`config.mk`:
```
export PLATFORM = sky130hd
export DESIGN_NAME = desc_chain_fetch
export DESIGN_NICKNAME = d
export VERILOG_FILES = /design/src/rtl/dcf_pkg.sv /design/src/rtl/dcf_fifo.sv /design/src/rtl/dcf_seq.sv /design/src/rtl/desc_chain_fetch.sv
export SDC_FILE = /design/constraint.sdc
export NUM_CORES = 1
export LEC_CHECK = 0
export BUFFER_PORTS_ARGS = -buffer_cell sky130_fd_sc_hd__buf_4
export CAP_MARGIN = 15
export CORE_UTILIZATION = 55
export DETAILED_ROUTE_END_ITERATION = 6
export GPL_TIMING_DRIVEN = 0
export HOLD_SLACK_MARGIN = 0.12
export PLACE_DENSITY_LB_ADDON = 0.15
export SYNTH_ARGS = -nofsm -noshare
export SYNTH_HDL_FRONTEND = slang
export SYNTH_SLANG_ARGS = --single-unit
```
`constraint.sdc`:
```
create_clock -name clk -period 6.2 [get_ports clk]
set_input_delay 0.31 -clock clk [delete_from_list [all_inputs] [get_ports clk]]
set_output_delay 0.31 -clock clk [all_outputs]
set_load 0.01 [all_outputs]
```
`src/rtl/dcf_pkg.sv`:
```
package dcf_pkg;
    localparam int ADDR_W     = 32;
    localparam int DATA_W     = 32;
    localparam int LEN_W      = 24;
    localparam int DESC_WORDS = 4;
    localparam int SOF_BIT    = 31;
    localparam int EOF_BIT    = 30;
    localparam int MAX_BURST  = 16;
    localparam int BURST_W    = $clog2(MAX_BURST + 1);

    typedef enum logic [1:0] {
        ST_IDLE,
        ST_DREQ,
        ST_DRECV,
        ST_STREAM
    } seq_state_t;

    typedef struct packed {
        logic              last;
        logic [DATA_W-1:0] data;
    } beat_t;

    function automatic logic [BURST_W-1:0] burst_words(input logic [1:0] sel);
        case (sel)
            2'd0:    return BURST_W'(4);
            2'd1:    return BURST_W'(8);
            default: return BURST_W'(16);
        endcase
    endfunction
endpackage

```
`src/rtl/dcf_fifo.sv`:
```
module dcf_fifo #(
    parameter  int DEPTH = 16,
    parameter  int WIDTH = 33,
    localparam int AW    = $clog2(DEPTH),
    localparam int CW    = $clog2(DEPTH + 1)
) (
    input  logic             clk,
    input  logic             rst,
    input  logic             wr_en,
    input  logic [WIDTH-1:0] wr_data,
    input  logic             rd_en,
    output logic [WIDTH-1:0] rd_data,
    output logic             empty,
    output logic             full,
    output logic [CW-1:0]    count
);
    logic [WIDTH-1:0] store [DEPTH];
    logic [AW-1:0]    wp, rp;
    logic             wr_ok, rd_ok;

    assign empty   = (count == '0);
    assign full    = (count == CW'(DEPTH));
    assign wr_ok   = wr_en && !full;
    assign rd_ok   = rd_en && !empty;
    assign rd_data = store[rp];

    always_ff @(posedge clk) begin
        if (wr_ok) store[wp] <= wr_data;
    end

    always_ff @(posedge clk) begin
        if (rst) begin
            wp    <= '0;
            rp    <= '0;
            count <= '0;
        end else begin
            if (wr_ok) wp <= wp + AW'(1);
            if (rd_ok) rp <= rp + AW'(1);
            case ({wr_ok, rd_ok})
                2'b10:   count <= count + CW'(1);
                2'b01:   count <= count - CW'(1);
                default: count <= count;
            endcase
        end
    end
endmodule

```
`src/rtl/dcf_seq.sv`:
```
module dcf_seq
    import dcf_pkg::*;
#(
    parameter int FIFO_DEPTH = 16,
    parameter int CNT_W      = $clog2(FIFO_DEPTH + 1)
) (
    input  logic               clk,
    input  logic               rst,
    input  logic               enable,
    input  logic [ADDR_W-1:0]  desc_ptr_init,
    input  logic [1:0]         burst_sel,
    input  logic               mem_rvalid,
    input  logic [DATA_W-1:0]  mem_rdata,
    input  logic [CNT_W-1:0]   fifo_count,
    input  logic               out_fire,
    input  logic               out_last,
    output logic               mem_req,
    output logic [ADDR_W-1:0]  mem_addr,
    output logic [BURST_W-1:0] mem_words,
    output logic               fifo_wr_en,
    output logic               fifo_wr_last,
    output logic               frame_done,
    output logic               frame_sof,
    output logic               frame_eof,
    output logic [ADDR_W-1:0]  cur_src,
    output logic [DATA_W-1:0]  cur_id,
    output logic [DATA_W-1:0]  cur_cmd
);
    localparam logic [LEN_W-1:0] DEPTH_L = LEN_W'(FIFO_DEPTH);

    seq_state_t         state;
    logic [ADDR_W-1:0]  dptr, link_ptr;
    logic [LEN_W-1:0]   remain, burst_len, chunk;
    logic [BURST_W-1:0] inflight;
    logic [1:0]         rx_idx;
    logic               room, can_issue, rx_word;
    logic [LEN_W-1:0]   new_len;

    assign burst_len = LEN_W'(burst_words(burst_sel));
    assign chunk     = (remain < burst_len) ? remain : burst_len;
    assign room      = (LEN_W'(fifo_count) + chunk) <= DEPTH_L;
    assign can_issue = (state == ST_STREAM) && (inflight == '0) && (remain != '0) && room;
    assign rx_word   = mem_rvalid && (state == ST_STREAM);
    assign new_len   = mem_rdata[LEN_W-1:0];

    assign fifo_wr_en   = rx_word;
    assign fifo_wr_last = rx_word && (remain == '0) && (inflight == BURST_W'(1));

    always_ff @(posedge clk) begin
        if (rst) begin
            state      <= ST_IDLE;
            dptr       <= '0;
            link_ptr   <= '0;
            remain     <= '0;
            inflight   <= '0;
            rx_idx     <= '0;
            mem_req    <= 1'b0;
            mem_addr   <= '0;
            mem_words  <= '0;
            frame_done <= 1'b0;
            frame_sof  <= 1'b0;
            frame_eof  <= 1'b0;
            cur_src    <= '0;
            cur_id     <= '0;
            cur_cmd    <= '0;
        end else begin
            mem_req    <= 1'b0;
            frame_done <= 1'b0;
            case (state)
                ST_IDLE: begin
                    if (enable) begin
                        dptr  <= desc_ptr_init;
                        state <= ST_DREQ;
                    end
                end
                ST_DREQ: begin
                    mem_req   <= 1'b1;
                    mem_addr  <= dptr;
                    mem_words <= BURST_W'(DESC_WORDS);
                    rx_idx    <= '0;
                    state     <= ST_DRECV;
                end
                ST_DRECV: begin
                    if (mem_rvalid) begin
                        rx_idx <= rx_idx + 2'd1;
                        case (rx_idx)
                            2'd0: link_ptr <= mem_rdata;
                            2'd1: cur_src  <= mem_rdata;
                            2'd2: cur_id   <= mem_rdata;
                            default: begin
                                cur_cmd <= mem_rdata;
                                remain  <= new_len;
                                if (new_len == '0) begin
                                    dptr  <= link_ptr;
                                    state <= enable ? ST_DREQ : ST_IDLE;
                                end else begin
                                    state <= ST_STREAM;
                                end
                            end
                        endcase
                    end
                end
                ST_STREAM: begin
                    if (can_issue) begin
                        mem_req   <= 1'b1;
                        mem_addr  <= cur_src;
                        mem_words <= chunk[BURST_W-1:0];
                        cur_src   <= cur_src + (ADDR_W'(chunk) << 2);
                        remain    <= remain - chunk;
                        inflight  <= chunk[BURST_W-1:0];
                    end else if (rx_word) begin
                        inflight <= inflight - BURST_W'(1);
                    end
                    if (out_fire && out_last) begin
                        frame_done <= 1'b1;
                        frame_sof  <= cur_cmd[SOF_BIT];
                        frame_eof  <= cur_cmd[EOF_BIT];
                        dptr       <= link_ptr;
                        state      <= enable ? ST_DREQ : ST_IDLE;
                    end
                end
                default: state <= ST_IDLE;
            endcase
        end
    end
endmodule

```
`src/rtl/desc_chain_fetch.sv`:
```
module desc_chain_fetch
    import dcf_pkg::*;
#(
    parameter int FIFO_DEPTH = 16
) (
    input  logic               clk,
    input  logic               rst,
    input  logic               enable,
    input  logic [31:0]        desc_ptr_init,
    input  logic [1:0]         burst_sel,
    output logic               mem_req,
    output logic [31:0]        mem_addr,
    output logic [4:0]         mem_words,
    input  logic               mem_rvalid,
    input  logic [31:0]        mem_rdata,
    output logic               out_valid,
    input  logic               out_ready,
    output logic [31:0]        out_data,
    output logic               frame_done,
    output logic               frame_sof,
    output logic               frame_eof,
    output logic [31:0]        cur_src_addr,
    output logic [31:0]        cur_frame_id,
    output logic [31:0]        cur_cmd
);
    localparam int CNT_W  = $clog2(FIFO_DEPTH + 1);
    localparam int BEAT_W = $bits(beat_t);

    logic             fifo_wr_en, fifo_wr_last, fifo_empty, fifo_full;
    logic [CNT_W-1:0] fifo_count;
    beat_t            wr_beat, head;
    logic             out_fire;

    assign wr_beat   = '{last: fifo_wr_last, data: mem_rdata};
    assign out_valid = !fifo_empty;
    assign out_data  = head.data;
    assign out_fire  = out_valid && out_ready;

    dcf_fifo #(.DEPTH(FIFO_DEPTH), .WIDTH(BEAT_W)) fifo_i (
        .clk     (clk),
        .rst     (rst),
        .wr_en   (fifo_wr_en),
        .wr_data (wr_beat),
        .rd_en   (out_fire),
        .rd_data (head),
        .empty   (fifo_empty),
        .full    (fifo_full),
        .count   (fifo_count)
    );

    dcf_seq #(.FIFO_DEPTH(FIFO_DEPTH), .CNT_W(CNT_W)) seq_i (
        .clk           (clk),
        .rst           (rst),
        .enable        (enable),
        .desc_ptr_init (desc_ptr_init),
        .burst_sel     (burst_sel),
        .mem_rvalid    (mem_rvalid),
        .mem_rdata     (mem_rdata),
        .fifo_count    (fifo_count),
        .out_fire      (out_fire),
        .out_last      (head.last),
        .mem_req       (mem_req),
        .mem_addr      (mem_addr),
        .mem_words     (mem_words),
        .fifo_wr_en    (fifo_wr_en),
        .fifo_wr_last  (fifo_wr_last),
        .frame_done    (frame_done),
        .frame_sof     (frame_sof),
        .frame_eof     (frame_eof),
        .cur_src       (cur_src_addr),
        .cur_id        (cur_frame_id),
        .cur_cmd       (cur_cmd)
    );
endmodule

```
==> flow_summary.yaml <==
min_path:
  hold_depth: 1
  worstHoldPathType: "in -> reg"
  holdPathEnd: "fifo_i.store[4][10]"
  hold_path_startpoint: "mem_rdata[10]"
final_layout:
  layout_commonest_cell: "sky130_fd_sc_hd__edfxtp_1"
  post_layout_nonfiller_instances: 3589
  num-nets-final: 2889
  drive_gt1_share_pct: 21.7
  area_delta_synth_final_pct: 20.3
  most-common-layout-cells: "528 x sky130_fd_sc_hd__edfxtp_1, 339 x sky130_fd_sc_hd__nand2_1, 251 x sky130_fd_sc_hd__dfxtp_1"
setup_path:
  required_ns: 6.66
  startpoint: "seq_i.remain[3]"
  startpoint_type: "register"
  crit_type: "reg -> reg"
  timing.critical_path.arrival_ns: 6.17
  timing.rr.end: "seq_i.remain[19]"
  highest_net_fanout_along_the_worst_path: 10
  reg2reg_depth: 19
  critical_path.endpoint_type: "register"
  worst-r2r-setup-slack_ns: 0.49
  worst_r2r_startpoint: "seq_i.remain[3]"
die:
  floorplan.initialDensity_pct: 55.8
  dieArea_um2: 59700
  dieHeight_um: 244
  dieWidth_um: 244
  ioPinCount: 241
  placement_rows: 88
  coreArea_um2: 57900
sta:
  fmax_mhz: 175
  rsz0062_at_grt: "no"
  setup_viol_count_final: 0
  tightest_slew_ns: 1.10
  slew_violations: 0
  finClkSkew_ns: 0.0181
  post_layout_min_period_ns: 5.71
  min_period_over_period_pct: 92.1
  slew_headroom_pct: 26.4
  hold_violations: 0
  finalSetupTns_ns: 0
global_route:
  pin_count_of_the_biggest_net_entering_global_routing: 25
  global_route.overflow_total: 0
  number_of_global_route_vias_before_repair: 22500
  grt_usage_pct: 34.5
  grt_first_pass_wirelength_um: 148000
  initial_antenna_violation_count: 1
cts:
  clkSlewWorstSetupHoldPaths_ns: 0.06
  cts_tree: "done"
  ctsLongestPathBuffers: 3
  clock_sinks: 779
  cts-root-buf: "sky130_fd_sc_hd__clkbuf_16"
  tritoncts.num_buffers: 79
  clk-insertion-delay-late_ns: 0.62
  htreeDepth: 3
synthesis:
  synth-edff-count: 528
  ys_dominant_reg_cell: "sky130_fd_sc_hd__edfxtp_1"
  netlist.top_cell.by_area: "sky130_fd_sc_hd__edfxtp_1"
  synth-adder-area-share_pct: 2.00
  post_synthesis_sequential_area_ratio_pct: 64.6
  synth_top_family_by_area: "multiplexers"
  syn_avg_cell_area_um2: 13.9
  synth_async_sr_flop_share_pct: 0
  post_synth_inst_count: 2330
  largest_cells_by_area_after_synthesis: "sky130_fd_sc_hd__edfxtp_1 49%, sky130_fd_sc_hd__dfxtp_1 16%, sky130_fd_sc_hd__mux4_2 11%, sky130_fd_sc_hd__nand2_1 3.9%, sky130_fd_sc_hd__a21oi_1 2.5%"
  yosys_warnings: 0
  yosysUniqueCellTypes: 82
  netlist_area_um2: 32300
  synth_xor_xnor_area_share_pct: 0.868
  yosys.area_share.simple_pct: 8.69
  synth-seq-cells: 779
  synth_compound_area_share_pct: 8.75
  post_synth_top_area_share_pct: 49.1
  mux_cell_area_share_after_synthesis_pct: 12.8
detailed_routing:
  routed-via-count: 22700
  dr.first_iter.drc_count: 2168
  drc: 0
  via_per_inst: 6.32
  drt-pass1-iter-count: 7
  drt-total-wl_um: 103000
  dr_wl_cell_um: 28.6
  antenna_violating_nets_post_route: 0
placed_design:
  buffer_ports.inserted: 239
  placed_cells_incl_taps: 3384
  place.detailed.hpwl_um: 68400
  globalplace.congestion: 0.978
run_status:
  result_of_the_run: "complete, no violations"
flow_run:
  cap_viol_max_count: 0
pwr:
  total_leakage_power_nw: 13.3
  powerDensity_nw_per_um2: 281
  ir_worst_vdd_uv: 236
==> per-layer routing <==
layer / up-vias / part of all wire [%] / track usage (%) / routed length, um
met2: 1274 / 48 / 56.9 / 49600
li1: 9741 / - / - / -
met3: 248 / 9.5 / 6.68 / 9780
met5: - / 0.0098 / 0 / 10
met4: 2 / 4.9 / 16.5 / 5040
met1: 11400 / 37 / 44.1 / 38100
==> synthesized netlist by cell type (5+ instances only) <==
| library cell | count |
|---|---|
| sky130_fd_sc_hd__a211oi_1 | 47 |
| sky130_fd_sc_hd__a21o_1 | 19 |
| sky130_fd_sc_hd__a21oi_1 | 164 |
| sky130_fd_sc_hd__a22oi_1 | 7 |
| sky130_fd_sc_hd__a311oi_1 | 42 |
| sky130_fd_sc_hd__a31o_2 | 6 |
| sky130_fd_sc_hd__a31oi_1 | 11 |
| sky130_fd_sc_hd__and2_1 | 7 |
| sky130_fd_sc_hd__and3_1 | 11 |
| sky130_fd_sc_hd__buf_1 | 14 |
| sky130_fd_sc_hd__buf_2 | 13 |
| sky130_fd_sc_hd__buf_4 | 5 |
| sky130_fd_sc_hd__clkbuf_1 | 116 |
| sky130_fd_sc_hd__dfxtp_1 | 251 |
| sky130_fd_sc_hd__edfxtp_1 | 528 |
| sky130_fd_sc_hd__ha_1 | 50 |
| sky130_fd_sc_hd__inv_1 | 25 |
| sky130_fd_sc_hd__mux2i_1 | 43 |
| sky130_fd_sc_hd__mux4_2 | 164 |
| sky130_fd_sc_hd__nand2_1 | 339 |
| sky130_fd_sc_hd__nand2b_1 | 8 |
| sky130_fd_sc_hd__nand3_1 | 19 |
| sky130_fd_sc_hd__nand4_1 | 16 |
| sky130_fd_sc_hd__nor2_1 | 179 |
| sky130_fd_sc_hd__nor3_1 | 24 |
| sky130_fd_sc_hd__nor4_1 | 20 |
| sky130_fd_sc_hd__o211ai_1 | 5 |
| sky130_fd_sc_hd__o21a_1 | 8 |
| sky130_fd_sc_hd__o21ai_0 | 56 |
| sky130_fd_sc_hd__o31ai_1 | 8 |
| sky130_fd_sc_hd__or3_1 | 6 |
| sky130_fd_sc_hd__xnor2_1 | 19 |
| sky130_fd_sc_hd__xor2_1 | 13 |
==> critical path, stage by stage (launching register included) <==
cell	delay, ns
sky130_fd_sc_hd__dfxtp_1	0.37
sky130_fd_sc_hd__ha_1	0.24
sky130_fd_sc_hd__nor4_1	0.42
sky130_fd_sc_hd__o311ai_2	0.24
sky130_fd_sc_hd__nor3_1	0.39
sky130_fd_sc_hd__clkbuf_1	0.42
sky130_fd_sc_hd__nand2_1	0.09
sky130_fd_sc_hd__o21ai_0	0.33
sky130_fd_sc_hd__inv_1	0.16
sky130_fd_sc_hd__ha_1	0.35
sky130_fd_sc_hd__o21a_1	0.13
sky130_fd_sc_hd__o21ai_0	0.21
sky130_fd_sc_hd__or3b_1	0.48
sky130_fd_sc_hd__or4_1	0.49
sky130_fd_sc_hd__or4_1	0.42
sky130_fd_sc_hd__clkbuf_1	0.20
sky130_fd_sc_hd__nor4_1	0.27
sky130_fd_sc_hd__nor2_1	0.08
sky130_fd_sc_hd__o21ai_0	0.18
sky130_fd_sc_hd__a21oi_1	0.09
==> registers in the layout, summed over array words and instances, names as in the netlist, 2 cells and up, named ones only <==
signal and count:
fifo_i.store 528, seq_i.cur_cmd 32, seq_i.cur_id 32, seq_i.cur_src 32, seq_i.dptr 32, seq_i.link_ptr 32, seq_i.mem_addr 32, seq_i.remain 24
fifo_i.count 5, seq_i.inflight 5, seq_i.mem_words 5, fifo_i.rp 4, fifo_i.wp 4, seq_i.rx_idx 2, seq_i.state 2
==> logic make-up (layout without fill, tap and decap cells) <==
logic type,Yosys count,after routing
other,2,21
and+or+nand+nor,656,656
buffers and inverters,177,652
adders and majority gates,51,51
DFF,779,779
AOI/OAI and AO/OA,425,425
xor gates and xnor gates,32,32
muxes,208,208
==> report_power, final <==
part | switching (mW) | internal, mW | leakage [nW]
registers | 0.0542 | 5.60 | 6.78
clock network | 1.95 | 2.58 | 1.18
logic | 0.470 | 0.283 | 5.29
==> how the worst max path moves through the flow <==
stage,depth (start not counted),end
floorplan,21,seq_i.remain[23]
global placement,7,fifo_i.store[3][15]
detailed placement,18,seq_i.remain[19]
CTS,18,seq_i.remain[19]
global route,19,seq_i.remain[23]
finish,19,seq_i.remain[19]
==> cell type report <==
cell class / instances / area, um^2
clock inverter: 27 / 229
timing repair buffer: 338 / 2990
multi-input combinational: 1392 / 10900
antenna: 1 / 2.50
buffer: 151 / 624
tap: 765 / 957
clock buffer: 110 / 2180
fill: 4142 / 19100
inverter: 26 / 97.6
sequential: 779 / 20900
==> stage by stage <==
stage,util (%),power (mW),instance area (um^2),setup slack (ns),hold WS (ns)
after global routing,67.1,11.2,38900,0.0912,0.134
after floorplan,-,6.12,32400,1.56,0.409
after CTS,67.0,10.9,38800,0.264,0.124
after detailed placement,61.8,6.46,35800,0.281,0.449
final,67.1,10.9,38900,0.493,0.158
after global placement,60.7,6.44,35100,-1.80,0.442
==> what timing repair did <==
action / in CTS / in global routing
hold buffers: 62 / 0
resized for setup: 0 / 1
setup endpoints to repair: 0 / 5
buffers inserted: 0 / 2
hold endpoints to repair: 466 / 0
(Power assumes the default switching activity.)
